`config.mk`:
```
export PLATFORM = sky130hd
export DESIGN_NAME = alu_flag_unit
export DESIGN_NICKNAME = d
export VERILOG_FILES = /design/src/rtl/alu_flag_pkg.sv /design/src/rtl/alu_addsub.sv /design/src/rtl/alu_logic.sv /design/src/rtl/alu_parity.sv /design/src/rtl/alu_cond_eval.sv /design/src/rtl/alu_flag_unit.sv
export SDC_FILE = /design/constraint.sdc
export NUM_CORES = 1
export LEC_CHECK = 0
export BUFFER_PORTS_ARGS = -buffer_cell sky130_fd_sc_hd__buf_2
export CAP_MARGIN = 30
export CORE_AREA = 2 2 65 67
export CTS_BUF_LIST = sky130_fd_sc_hd__clkbuf_16
export DETAILED_ROUTE_END_ITERATION = 8
export DIE_AREA = 0 0 67 69
export GPL_ROUTABILITY_DRIVEN = 0
export PLACE_DENSITY = 0.72
export SLEW_MARGIN = 0
export SYNTH_ARGS = -nofsm -noshare
export SYNTH_HDL_FRONTEND = slang
export SYNTH_SLANG_ARGS = --single-unit
```
`constraint.sdc`:
```
create_clock -name clk -period 3.6 [get_ports clk]
set_input_delay 0.18 -clock clk [delete_from_list [all_inputs] [get_ports clk]]
set_output_delay 0.18 -clock clk [all_outputs]
set_load 0.005 [all_outputs]
```
`src/rtl/alu_flag_pkg.sv`:
```
package alu_flag_pkg;

   typedef enum logic [2:0] {
      OP_ADD  = 3'd0,
      OP_SUB  = 3'd1,
      OP_CMP  = 3'd2,
      OP_AND  = 3'd3,
      OP_OR   = 3'd4,
      OP_XOR  = 3'd5,
      OP_TEST = 3'd6,
      OP_NEG  = 3'd7
   } alu_op_e;

   typedef enum logic [3:0] {
      CC_OVF  = 4'd0,  CC_NOVF = 4'd1,
      CC_CY   = 4'd2,  CC_NCY  = 4'd3,
      CC_EQ   = 4'd4,  CC_NE   = 4'd5,
      CC_ULE  = 4'd6,  CC_UGT  = 4'd7,
      CC_NEG  = 4'd8,  CC_POS  = 4'd9,
      CC_PEV  = 4'd10, CC_POD  = 4'd11,
      CC_SLT  = 4'd12, CC_SGE  = 4'd13,
      CC_SLE  = 4'd14, CC_SGT  = 4'd15
   } cond_e;

   typedef struct packed {
      logic of;
      logic sf;
      logic zf;
      logic af;
      logic pf;
      logic cf;
   } flags_t;

   localparam int PARITY_SPAN = 8;
   localparam int NIBBLE_SPAN = 4;

   function automatic logic op_is_logic(alu_op_e op);
      return (op == OP_AND) || (op == OP_OR) || (op == OP_XOR) || (op == OP_TEST);
   endfunction

   function automatic logic op_writes_back(alu_op_e op);
      return (op != OP_CMP) && (op != OP_TEST);
   endfunction

endpackage

```
`src/rtl/alu_addsub.sv`:
```
module alu_addsub #(
   parameter int WIDTH = 8,
   parameter int NIB   = 4
) (
   input  logic [WIDTH-1:0] in_a,
   input  logic [WIDTH-1:0] in_b,
   input  logic             subtract,
   output logic [WIDTH-1:0] sum,
   output logic             carry,
   output logic             half,
   output logic             ovf
);
   logic [WIDTH-1:0] b_eff;
   logic [WIDTH:0]   full;
   logic [WIDTH-1:0] body;
   logic [NIB:0]     low;

   assign b_eff = subtract ? ~in_b : in_b;

   // full-width sum with carry-in for two's complement subtraction
   assign full = {1'b0, in_a} + {1'b0, b_eff} + {{WIDTH{1'b0}}, subtract};
   // sum of all bits below the MSB: its top bit is the carry into the MSB
   assign body = {1'b0, in_a[WIDTH-2:0]} + {1'b0, b_eff[WIDTH-2:0]}
               + {{(WIDTH-1){1'b0}}, subtract};
   // low nibble sum for the half-carry
   assign low  = {1'b0, in_a[NIB-1:0]} + {1'b0, b_eff[NIB-1:0]}
               + {{NIB{1'b0}}, subtract};

   assign sum   = full[WIDTH-1:0];
   assign carry = full[WIDTH] ^ subtract;
   assign half  = low[NIB] ^ subtract;
   assign ovf   = full[WIDTH] ^ body[WIDTH-1];

endmodule

```
`src/rtl/alu_logic.sv`:
```
module alu_logic #(
   parameter int WIDTH = 8
) (
   input  logic [WIDTH-1:0] in_a,
   input  logic [WIDTH-1:0] in_b,
   input  logic [1:0]       func,
   output logic [WIDTH-1:0] res
);
   // func: 0 and, 1 or, 2 xor, 3 and (test)
   genvar gi;
   generate
      for (gi = 0; gi < WIDTH; gi++) begin : g_bit
         always_comb begin
            unique case (func)
               2'd1:    res[gi] = in_a[gi] | in_b[gi];
               2'd2:    res[gi] = in_a[gi] ^ in_b[gi];
               default: res[gi] = in_a[gi] & in_b[gi];
            endcase
         end
      end
   endgenerate

endmodule

```
`src/rtl/alu_parity.sv`:
```
module alu_parity #(
   parameter int WIDTH = 8,
   parameter int SPAN  = 8
) (
   input  logic [WIDTH-1:0] value,
   output logic             even
);
   logic [SPAN:0] chain;

   assign chain[0] = 1'b1;

   genvar gi;
   generate
      for (gi = 0; gi < SPAN; gi++) begin : g_link
         assign chain[gi+1] = chain[gi] ^ value[gi];
      end
   endgenerate

   assign even = chain[SPAN];

endmodule

```
`src/rtl/alu_cond_eval.sv`:
```
module alu_cond_eval
   import alu_flag_pkg::*;
(
   input  flags_t     flags,
   input  logic [3:0] cond,
   output logic       taken
);
   logic base;
   logic signed_lt;

   assign signed_lt = flags.sf ^ flags.of;

   always_comb begin
      unique case (cond[3:1])
         3'd0: base = flags.of;
         3'd1: base = flags.cf;
         3'd2: base = flags.zf;
         3'd3: base = flags.cf | flags.zf;
         3'd4: base = flags.sf;
         3'd5: base = flags.pf;
         3'd6: base = signed_lt;
         default: base = flags.zf | signed_lt;
      endcase
   end

   assign taken = base ^ cond[0];

endmodule

```
`src/rtl/alu_flag_unit.sv`:
```
module alu_flag_unit
   import alu_flag_pkg::*;
#(
   parameter int WIDTH = 8
) (
   input  logic             clk,
   input  logic             rst_n,
   input  logic             op_valid,
   input  logic [2:0]       op_sel,
   input  logic [WIDTH-1:0] op_a,
   input  logic [WIDTH-1:0] op_b,
   input  logic [3:0]       cond_sel,
   output logic [WIDTH-1:0] result,
   output logic             result_we,
   output logic             flag_cf,
   output logic             flag_pf,
   output logic             flag_af,
   output logic             flag_zf,
   output logic             flag_sf,
   output logic             flag_of,
   output logic             branch_taken
);
   localparam int MSB = WIDTH - 1;

   generate
      if (WIDTH < PARITY_SPAN) begin : g_bad_width
         $error("alu_flag_unit: WIDTH must be at least PARITY_SPAN");
      end
   endgenerate

   alu_op_e          op;
   logic [WIDTH-1:0] as_a, as_b, as_sum, lg_res;
   logic             as_sub, as_carry, as_half, as_ovf;
   logic             is_logic, par_even;
   flags_t           flags_q, flags_d;

   assign op       = alu_op_e'(op_sel);
   assign is_logic = op_is_logic(op);

   // NEG runs as 0 - op_a through the shared adder
   assign as_a   = (op == OP_NEG) ? '0 : op_a;
   assign as_b   = (op == OP_NEG) ? op_a : op_b;
   assign as_sub = (op != OP_ADD);

   alu_addsub #(.WIDTH(WIDTH), .NIB(NIBBLE_SPAN)) i_addsub (
      .in_a     (as_a),
      .in_b     (as_b),
      .subtract (as_sub),
      .sum      (as_sum),
      .carry    (as_carry),
      .half     (as_half),
      .ovf      (as_ovf)
   );

   logic [1:0] lg_func;
   always_comb begin
      unique case (op)
         OP_OR:   lg_func = 2'd1;
         OP_XOR:  lg_func = 2'd2;
         default: lg_func = 2'd0;
      endcase
   end

   alu_logic #(.WIDTH(WIDTH)) i_logic (
      .in_a (op_a),
      .in_b (op_b),
      .func (lg_func),
      .res  (lg_res)
   );

   assign result    = is_logic ? lg_res : as_sum;
   assign result_we = op_valid && op_writes_back(op);

   alu_parity #(.WIDTH(WIDTH), .SPAN(PARITY_SPAN)) i_parity (
      .value (result),
      .even  (par_even)
   );

   always_comb begin
      flags_d.pf = par_even;
      flags_d.zf = (result == '0);
      flags_d.sf = result[MSB];
      if (is_logic) begin
         flags_d.cf = 1'b0;
         flags_d.of = 1'b0;
         flags_d.af = 1'b0;
      end else begin
         flags_d.cf = as_carry;
         flags_d.of = as_ovf;
         flags_d.af = as_half;
      end
   end

   always_ff @(posedge clk or negedge rst_n) begin
      if (!rst_n)        flags_q <= '0;
      else if (op_valid) flags_q <= flags_d;
   end

   assign flag_cf = flags_q.cf;
   assign flag_pf = flags_q.pf;
   assign flag_af = flags_q.af;
   assign flag_zf = flags_q.zf;
   assign flag_sf = flags_q.sf;
   assign flag_of = flags_q.of;

   alu_cond_eval i_cond (
      .flags (flags_q),
      .cond  (cond_sel),
      .taken (branch_taken)
   );

   // ---------------- assertions ----------------
   assert_logic_clears_R6: assert property (@(posedge clk) disable iff (!rst_n)
      (op_valid && is_logic) |=> (!flag_cf && !flag_of && !flag_af));

   assert_zero_matches_R5: assert property (@(posedge clk) disable iff (!rst_n)
      op_valid |=> (flag_zf == ($past(result) == '0)));

   assert_sign_matches_R5: assert property (@(posedge clk) disable iff (!rst_n)
      op_valid |=> (flag_sf == $past(result[MSB])));

   assert_neg_carry_R7: assert property (@(posedge clk) disable iff (!rst_n)
      (op_valid && op == OP_NEG) |=> (flag_cf == ($past(op_a) != '0)));

   assert_hold_flags_R8: assert property (@(posedge clk) disable iff (!rst_n)
      !op_valid |=> $stable(flags_q));

   assert_no_write_R2: assert property (@(posedge clk) disable iff (!rst_n)
      (op == OP_CMP || op == OP_TEST) |-> !result_we);

   assert_not_sign_R9: assert property (@(posedge clk) disable iff (!rst_n)
      (cond_sel == CC_POS) |-> (branch_taken == !flag_sf));

   assert_signed_gt_R10: assert property (@(posedge clk) disable iff (!rst_n)
      (cond_sel == CC_SGT) |-> (branch_taken == (!flag_zf && (flag_sf == flag_of))));

endmodule

```
==> results.yml, run 1 <==
routing:
  post-route-drc-count: 0
  detail_route.first_pass.iterations: 5
  route.detailed.vias_per_inst: 5.53
  detail-route-antenna-nets: 0
  wire_per_inst_um: 13.4
  drt_iter0_markers: 59
  route.vias.total: 1936
  wirelength_mm: 4.69
layout:
  num-nets-final: 355
  post-route-util_pct: 56.2
  layout.cells.non_filler: 350
  fin_area_um2: 2200
  final_layout_size_suffix_gt1_share_pct: 22.0
  commonest_non_fill_non_tap_cell_in_the_layout: "sky130_fd_sc_hd__buf_2"
  antennaDiodeCount: 0
  most-common-layout-cells: "sky130_fd_sc_hd__buf_2 (41), sky130_fd_sc_hd__inv_1 (29), sky130_fd_sc_hd__ha_1 (26)"
  num-fill-cells: 401
  area_growth_syn_to_layout_pct: 16.4
timing:
  timing_hold_violations_final: 0
  max_slew_margin_pct: 59.7
  fin_worst_skew_ns: 0
  final_min_period_over_clock_period_pct: 87.6
  drv_slew: 0
  worst-slew-pin-transition_ns: 0.601
  tns_ns: 0
  fin_crit_ns: 3.15
  achievable-frequency_mhz: 317
  timing.final.setup_violations: 0
  grt_setup_unrepaired: "false"
yosys:
  netlist_instances: 260
  ys_seq_elements: 6
  synth-async-reset-ratio_pct: 100
  ys_seq_area_share_pct: 7.95
  synth_fp_nets: 313
  synth_edf_count: 0
  synth_area_per_cell_um2: 7.26
  synth.yosys.warnings: 0
  ys.flop_type: "sky130_fd_sc_hd__dfrtp_1"
  area_of_the_mapped_netlist_um2: 1890
  yosysUniqueCellTypes: 61
clocking:
  clk-insertion-delay-late_ns: 0.23
  cts_tree: "yes"
  clkSlewWorstSetupHoldPaths_ns: 0.04
  clockRootBuffer: "sky130_fd_sc_hd__clkbuf_16"
  cts.repair_timing.setup_buffer_count: 0
  clockBufferDepth: 2
  post_cts_resized: 0
  cts-hold-fix-buffers: 1
  clkSinkCount: 6
  cts-buffers-inserted: 3
  cts-htree-levels: 1
die:
  initial_core_util_pct: 48.2
  die_area_um2: 4620
  die_height_um: 69
  io_pins: 42
  die_x_um: 67
  row_count: 23
  coreArea_um2: 3910
job:
  maxCapViolCount: 0
placed_design:
  place_inst: 346
  post_dp_cell_area_um2: 2110
  buffer_ports.inserted: 41
  dp.final_hpwl_mm: 3.89
power:
  power.share.sequential_pct: 13.3
  power_frac_clock_pct: 25.8
  power.switching_uw: 283
  p_leak_nw: 1.09
  p_per_cell_area_nw_per_um2: 324
  intPower_uw: 429
  ir_drop_uv: 132
  power.combinational.fraction_pct: 60.9
  switching_share_pct: 39.8
grt:
  gr-total-overflow: 0
  grt_antenna_before_repair: 0
  grt_pass1_wl_mm: 8.09
  grt_pass1_vias: 1723
  grt_start_max_net_pins: 16
  grt_usage_pct: 21.5
critical_path:
  timing.rr.start: "flag_sf$_DFFE_PN0P_"
  cp.arrival_ns: 3.26
  rrSetupSlack_ns: 2.89
  worstReg2RegEnd: "flag_sf$_DFFE_PN0P_"
  setup.worst_path.class: "input port to register"
  critical_path_peak_fanout: 15
  worstSetupEndpointType: "register"
  worstSetupStartpoint: "op_sel[0]"
  reg2regPathDepth: 1
  cp.required_ns: 3.71
  worstSetupStartpointType: "input port"
worst_hold_path:
  min_path_type: "input port to register"
  min_delay_worst_endpoint: "flag_af$_DFFE_PN0P_"
  min_path_cells: 2
  hold_path_startpoint: "op_valid"
status:
  run_status: "finished, final reports clean"
cells by family (layout without fill, tap and decap cells):
logic type	Yosys count	after routing	share of synthesized area (%)
buffers and inverters	44	84	11.4
AOI/OAI and AO/OA	74	74	26.8
adders and majority gates	27	27	18.3
muxes	6	6	3.31
and+or+nand+nor	89	89	24.6
DFF	6	6	7.95
xor gates and xnor gates	14	14	7.69
synthesized netlist by cell type, drive strengths merged, types with 3 or more instances:
library cell / n / share of area, %
a211oi: 4 / 1.6
a21o: 3 / 1.3
a21oi: 21 / 5.6
a221oi: 5 / 2.7
a22oi: 4 / 1.6
and2: 9 / 3.0
buf: 5 / 3.1
clkbuf: 7 / 1.9
dfrtp: 6 / 8.0
ha: 26 / 17
inv: 32 / 6.4
mux2i: 4 / 2.1
nand2: 26 / 5.3
nand2b: 7 / 2.3
nand3: 9 / 2.4
nand4: 3 / 1.3
nor2: 16 / 3.2
nor2b: 3 / 0.99
nor3: 6 / 1.9
o21a: 4 / 1.6
o21ai: 15 / 4.0
o22ai: 3 / 0.99
or3: 3 / 0.99
xnor2: 7 / 3.6
xor2: 6 / 2.8
state kept, by name (all words and copies together), names as in the netlist:
name	count
flag_af	1
flag_cf	1
flag_of	1
flag_pf	1
flag_sf	1
flag_zf	1
worst max-delay path, stage by stage:
cell	delay, ns
sky130_fd_sc_hd__buf_2	0.24
sky130_fd_sc_hd__nand3_1	0.25
sky130_fd_sc_hd__o21a_1	0.19
sky130_fd_sc_hd__a211oi_1	0.35
sky130_fd_sc_hd__inv_1	0.11
sky130_fd_sc_hd__fa_1	0.43
sky130_fd_sc_hd__nand2b_1	0.17
sky130_fd_sc_hd__a21oi_1	0.23
sky130_fd_sc_hd__xor3_1	0.36
sky130_fd_sc_hd__mux2i_1	0.16
sky130_fd_sc_hd__xor2_1	0.19
sky130_fd_sc_hd__xnor2_1	0.16
sky130_fd_sc_hd__o21bai_1	0.14
sky130_fd_sc_hd__nand3_1	0.09
through the flow:
stage          hold WS, ns  worst slack, ns  total power, mW
6_report             0.234            0.447            0.712
5_1_grt              0.271            0.201            0.776
4_1_cts              0.232            0.458            0.714
3_5_place_dp        0.0133            0.227            0.528
3_3_place_gp        0.0112            0.343            0.520
2_1_floorplan       -0.116            0.411            0.414
metal layers:
metal  GRT usage [%]  part of all wire [%]
met2            34.4                    48
met1            31.4                    47
met3            2.45                   3.8
met4            2.72                  0.62
met5               0                     0
worst max path at each step:
| stage | end | slack, ns | cells after the start |
|---|---|---|---|
| CTS | flag_pf$_DFFE_PN0P_ | 0.46 | 14 |
| global route | flag_pf$_DFFE_PN0P_ | 0.20 | 14 |
| global placement | flag_pf$_DFFE_PN0P_ | 0.34 | 14 |
| detailed placement | flag_pf$_DFFE_PN0P_ | 0.23 | 14 |
| finish | flag_pf$_DFFE_PN0P_ | 0.45 | 14 |
| floorplan | flag_pf$_DFFE_PN0P_ | 0.41 | 14 |
power by group through the flow:
stage	sequential, mW	clock [mW]	combinational (mW)
2_1_floorplan	0.0949	0	0.319
3_3_place_gp	0.0949	0	0.425
3_5_place_dp	0.0955	0	0.433
4_1_cts	0.0948	0.184	0.435
5_1_grt	0.0974	0.189	0.489
6_report	0.0945	0.184	0.434
final cells by class:
class                           count  area [um^2]  share of cell area, %
Multi-Input combinational cell    210         1520                   69.3
Sequential cell                     6          150                   6.83
Tap cell                           50         62.6                   2.85
Timing Repair Buffer               49          268                   12.2
Clock buffer                        3         75.1                   3.41
Inverter                           32          120                   5.46
(Power assumes the default switching activity.)
==> inputs of run 2 (changes only) <==
--- a/config.mk
+++ b/config.mk
@@ -12,7 +12,7 @@
 export DETAILED_ROUTE_END_ITERATION = 8
 export DIE_AREA = 0 0 67 69
 export GPL_ROUTABILITY_DRIVEN = 0
-export PLACE_DENSITY = 0.72
+export PLACE_DENSITY = 0.75
 export SLEW_MARGIN = 0
 export SYNTH_ARGS = -nofsm -noshare
 export SYNTH_HDL_FRONTEND = slang
==> constraint.sdc (replaced) <==
create_clock -name clk -period 2.9 [get_ports clk]
set_input_delay 0.145 -clock clk [delete_from_list [all_inputs] [get_ports clk]]
set_output_delay 0.145 -clock clk [all_outputs]
set_load 0.005 [all_outputs]
==> run 2 against run 1 <==
Net effect: sequential power rose by 25%; first-iteration DRC count rose to 2.9 times the previous value; critical path depth rose by 1; wire length rose by 15%; flip-flop and latch count did not move; worst setup slack got worse by 0.39 ns; design area rose by 16%; largest cell class unchanged.
==> results.yml, run 2 (synthesized netlist as in run 1, its figures left out) <==
status:
  run_status: "finished, final reports clean"
grt:
  grt_pass1_wl_mm: 8.93
  gr-total-overflow: 0
  grt_pass1_vias: 1995
  grt_start_max_net_pins: 14
  grt_usage_pct: 24.0
  grt_antenna_before_repair: 0
clocking:
  cts-buffers-inserted: 3
  clk-insertion-delay-late_ns: 0.23
  cts_tree: "yes"
  clockBufferDepth: 2
  clkSinkCount: 6
  clockRootBuffer: "sky130_fd_sc_hd__clkbuf_16"
  cts-htree-levels: 1
  clkSlewWorstSetupHoldPaths_ns: 0.03
power:
  power_frac_clock_pct: 22.0
  switching_share_pct: 40.0
  power.combinational.fraction_pct: 66.4
  p_leak_nw: 1.27
  intPower_uw: 609
  power.share.sequential_pct: 11.6
  ir_drop_uv: 190
  power.switching_uw: 406
  total_power_mw: 1.02
  p_per_cell_area_nw_per_um2: 398
placed_design:
  buffer_ports.inserted: 41
  place_worst_setup_slack_ns: -0.164
  place_inst: 380
  dp.final_hpwl_mm: 4.33
routing:
  wire_per_inst_um: 14.1
  detail-route-antenna-nets: 0
  post-route-drc-count: 0
  drt_iter0_markers: 171
  detail_route.first_pass.iterations: 4
  wirelength_mm: 5.41
  route.vias.total: 2152
  route.detailed.vias_per_inst: 5.59
worst_hold_path:
  hold_path_startpoint: "op_valid"
  min_path_type: "input port to register"
timing:
  drv_slew: 0
  max_slew_margin_pct: 65.9
  timing.final.setup_violations: 0
  final_min_period_over_clock_period_pct: 98.2
  worst-slew-pin-transition_ns: 0.507
  grt_setup_unrepaired: "true"
  fin_worst_skew_ns: 0
  tns_ns: 0
  timing_hold_violations_final: 0
  holdWs_ns: 0.222
  achievable-frequency_mhz: 351
  fin_crit_ns: 2.85
  setup_ws_ns: 0.0524
layout:
  num-fill-cells: 363
  most-common-layout-cells: "sky130_fd_sc_hd__buf_2 (41), sky130_fd_sc_hd__buf_4 (41), sky130_fd_sc_hd__inv_1 (29)"
  layout.cells.non_filler: 385
  area_growth_syn_to_layout_pct: 35.2
  multi_input_area_um2: 1600
  ff_latch_area_um2: 150
  antennaDiodeCount: 0
  final_layout_size_suffix_gt1_share_pct: 33.7
  num-nets-final: 390
critical_path:
  cp.required_ns: 3.00
  setup.worst_path.class: "input port to register"
  cp.arrival_ns: 2.95
  worstSetupStartpointType: "input port"
  timing.rr.start: "flag_sf$_DFFE_PN0P_"
  worstSetupStartpoint: "op_sel[1]"
  critical_path_peak_fanout: 10
  worstSetupEndpointType: "register"
die:
  die_height_um: 69
  coreArea_um2: 3910
  row_count: 23
  die_x_um: 67
  initial_core_util_pct: 48.2
  die_area_um2: 4620
  io_pins: 42
job:
  maxCapViolCount: 0
==> run 2: per-stage QoR <==
step	utilization [%]	instance area [um^2]
CTS	63.7	2490
detailed placement	61.6	2410
global route	65.2	2550
floorplan	-	1920
finish	65.2	2550
global placement	61.6	2410
==> run 2: path summary, 6_finish.rpt <==
path | end | slack (ns) | cells past startpoint
setup reg to reg | flag_sf$_DFFE_PN0P_ | 2.21 | 1
hold / removal | flag_af$_DFFE_PN0P_ | 0.22 | 2
hold reg to reg | flag_pf$_DFFE_PN0P_ | 0.51 | 2
min in group asynchronous | flag_cf$_DFFE_PN0P_ | 0.28 | 2
setup / recovery | flag_pf$_DFFE_PN0P_ | 0.05 | 15
max in group asynchronous | flag_zf$_DFFE_PN0P_ | 2.48 | 2
==> run 2: area by class of cell <==
type	count	share of cell area [%]
clock buffers	3	2.94
inverters	32	4.71
multi-input cells	210	62.7
flip-flops and latches	6	5.88
well taps	50	2.45
repair buffers	84	21.3
==> run 2: power groups by stage <==
stage / sequential, mW / combinational (mW) / clock [mW]
floorplan: 0.118 / 0.404 / 0
global placement: 0.117 / 0.600 / 0
detailed placement: 0.118 / 0.620 / 0
CTS: 0.117 / 0.628 / 0.222
global route: 0.120 / 0.742 / 0.235
finish: 0.118 / 0.674 / 0.223
==> run 2: what timing repair did <==
action / in CTS / in global routing
endpoints found under the setup margin: 0 / 4
setup buffers: 0 / 1
hold endpoints to repair: 6 / 0
gates resized for setup: 0 / 12
hold buffers: 1 / 0
==> run 2: per-layer routing <==
metal  wire length (um)  vias up  track usage, %
li1                   -     1079               -
met1               2530     1002            33.0
met2               2600       63            40.0
met3                219        8            1.96
met4                 66        0            5.44
met5                  0        -               0
==> run 2: critical path, stage by stage <==
cell and delay, ns:
sky130_fd_sc_hd__buf_2 0.14, sky130_fd_sc_hd__buf_12 0.15, sky130_fd_sc_hd__nor3_4 0.26, sky130_fd_sc_hd__nor2_1 0.07, sky130_fd_sc_hd__a21oi_1 0.12, sky130_fd_sc_hd__a21oi_1 0.06
sky130_fd_sc_hd__ha_1 0.31, sky130_fd_sc_hd__a21o_2 0.21, sky130_fd_sc_hd__a21o_1 0.21, sky130_fd_sc_hd__a221oi_4 0.32, sky130_fd_sc_hd__a211oi_2 0.14, sky130_fd_sc_hd__o31ai_1 0.44
sky130_fd_sc_hd__nor3_1 0.14, sky130_fd_sc_hd__o21bai_1 0.15, sky130_fd_sc_hd__nand3_1 0.08
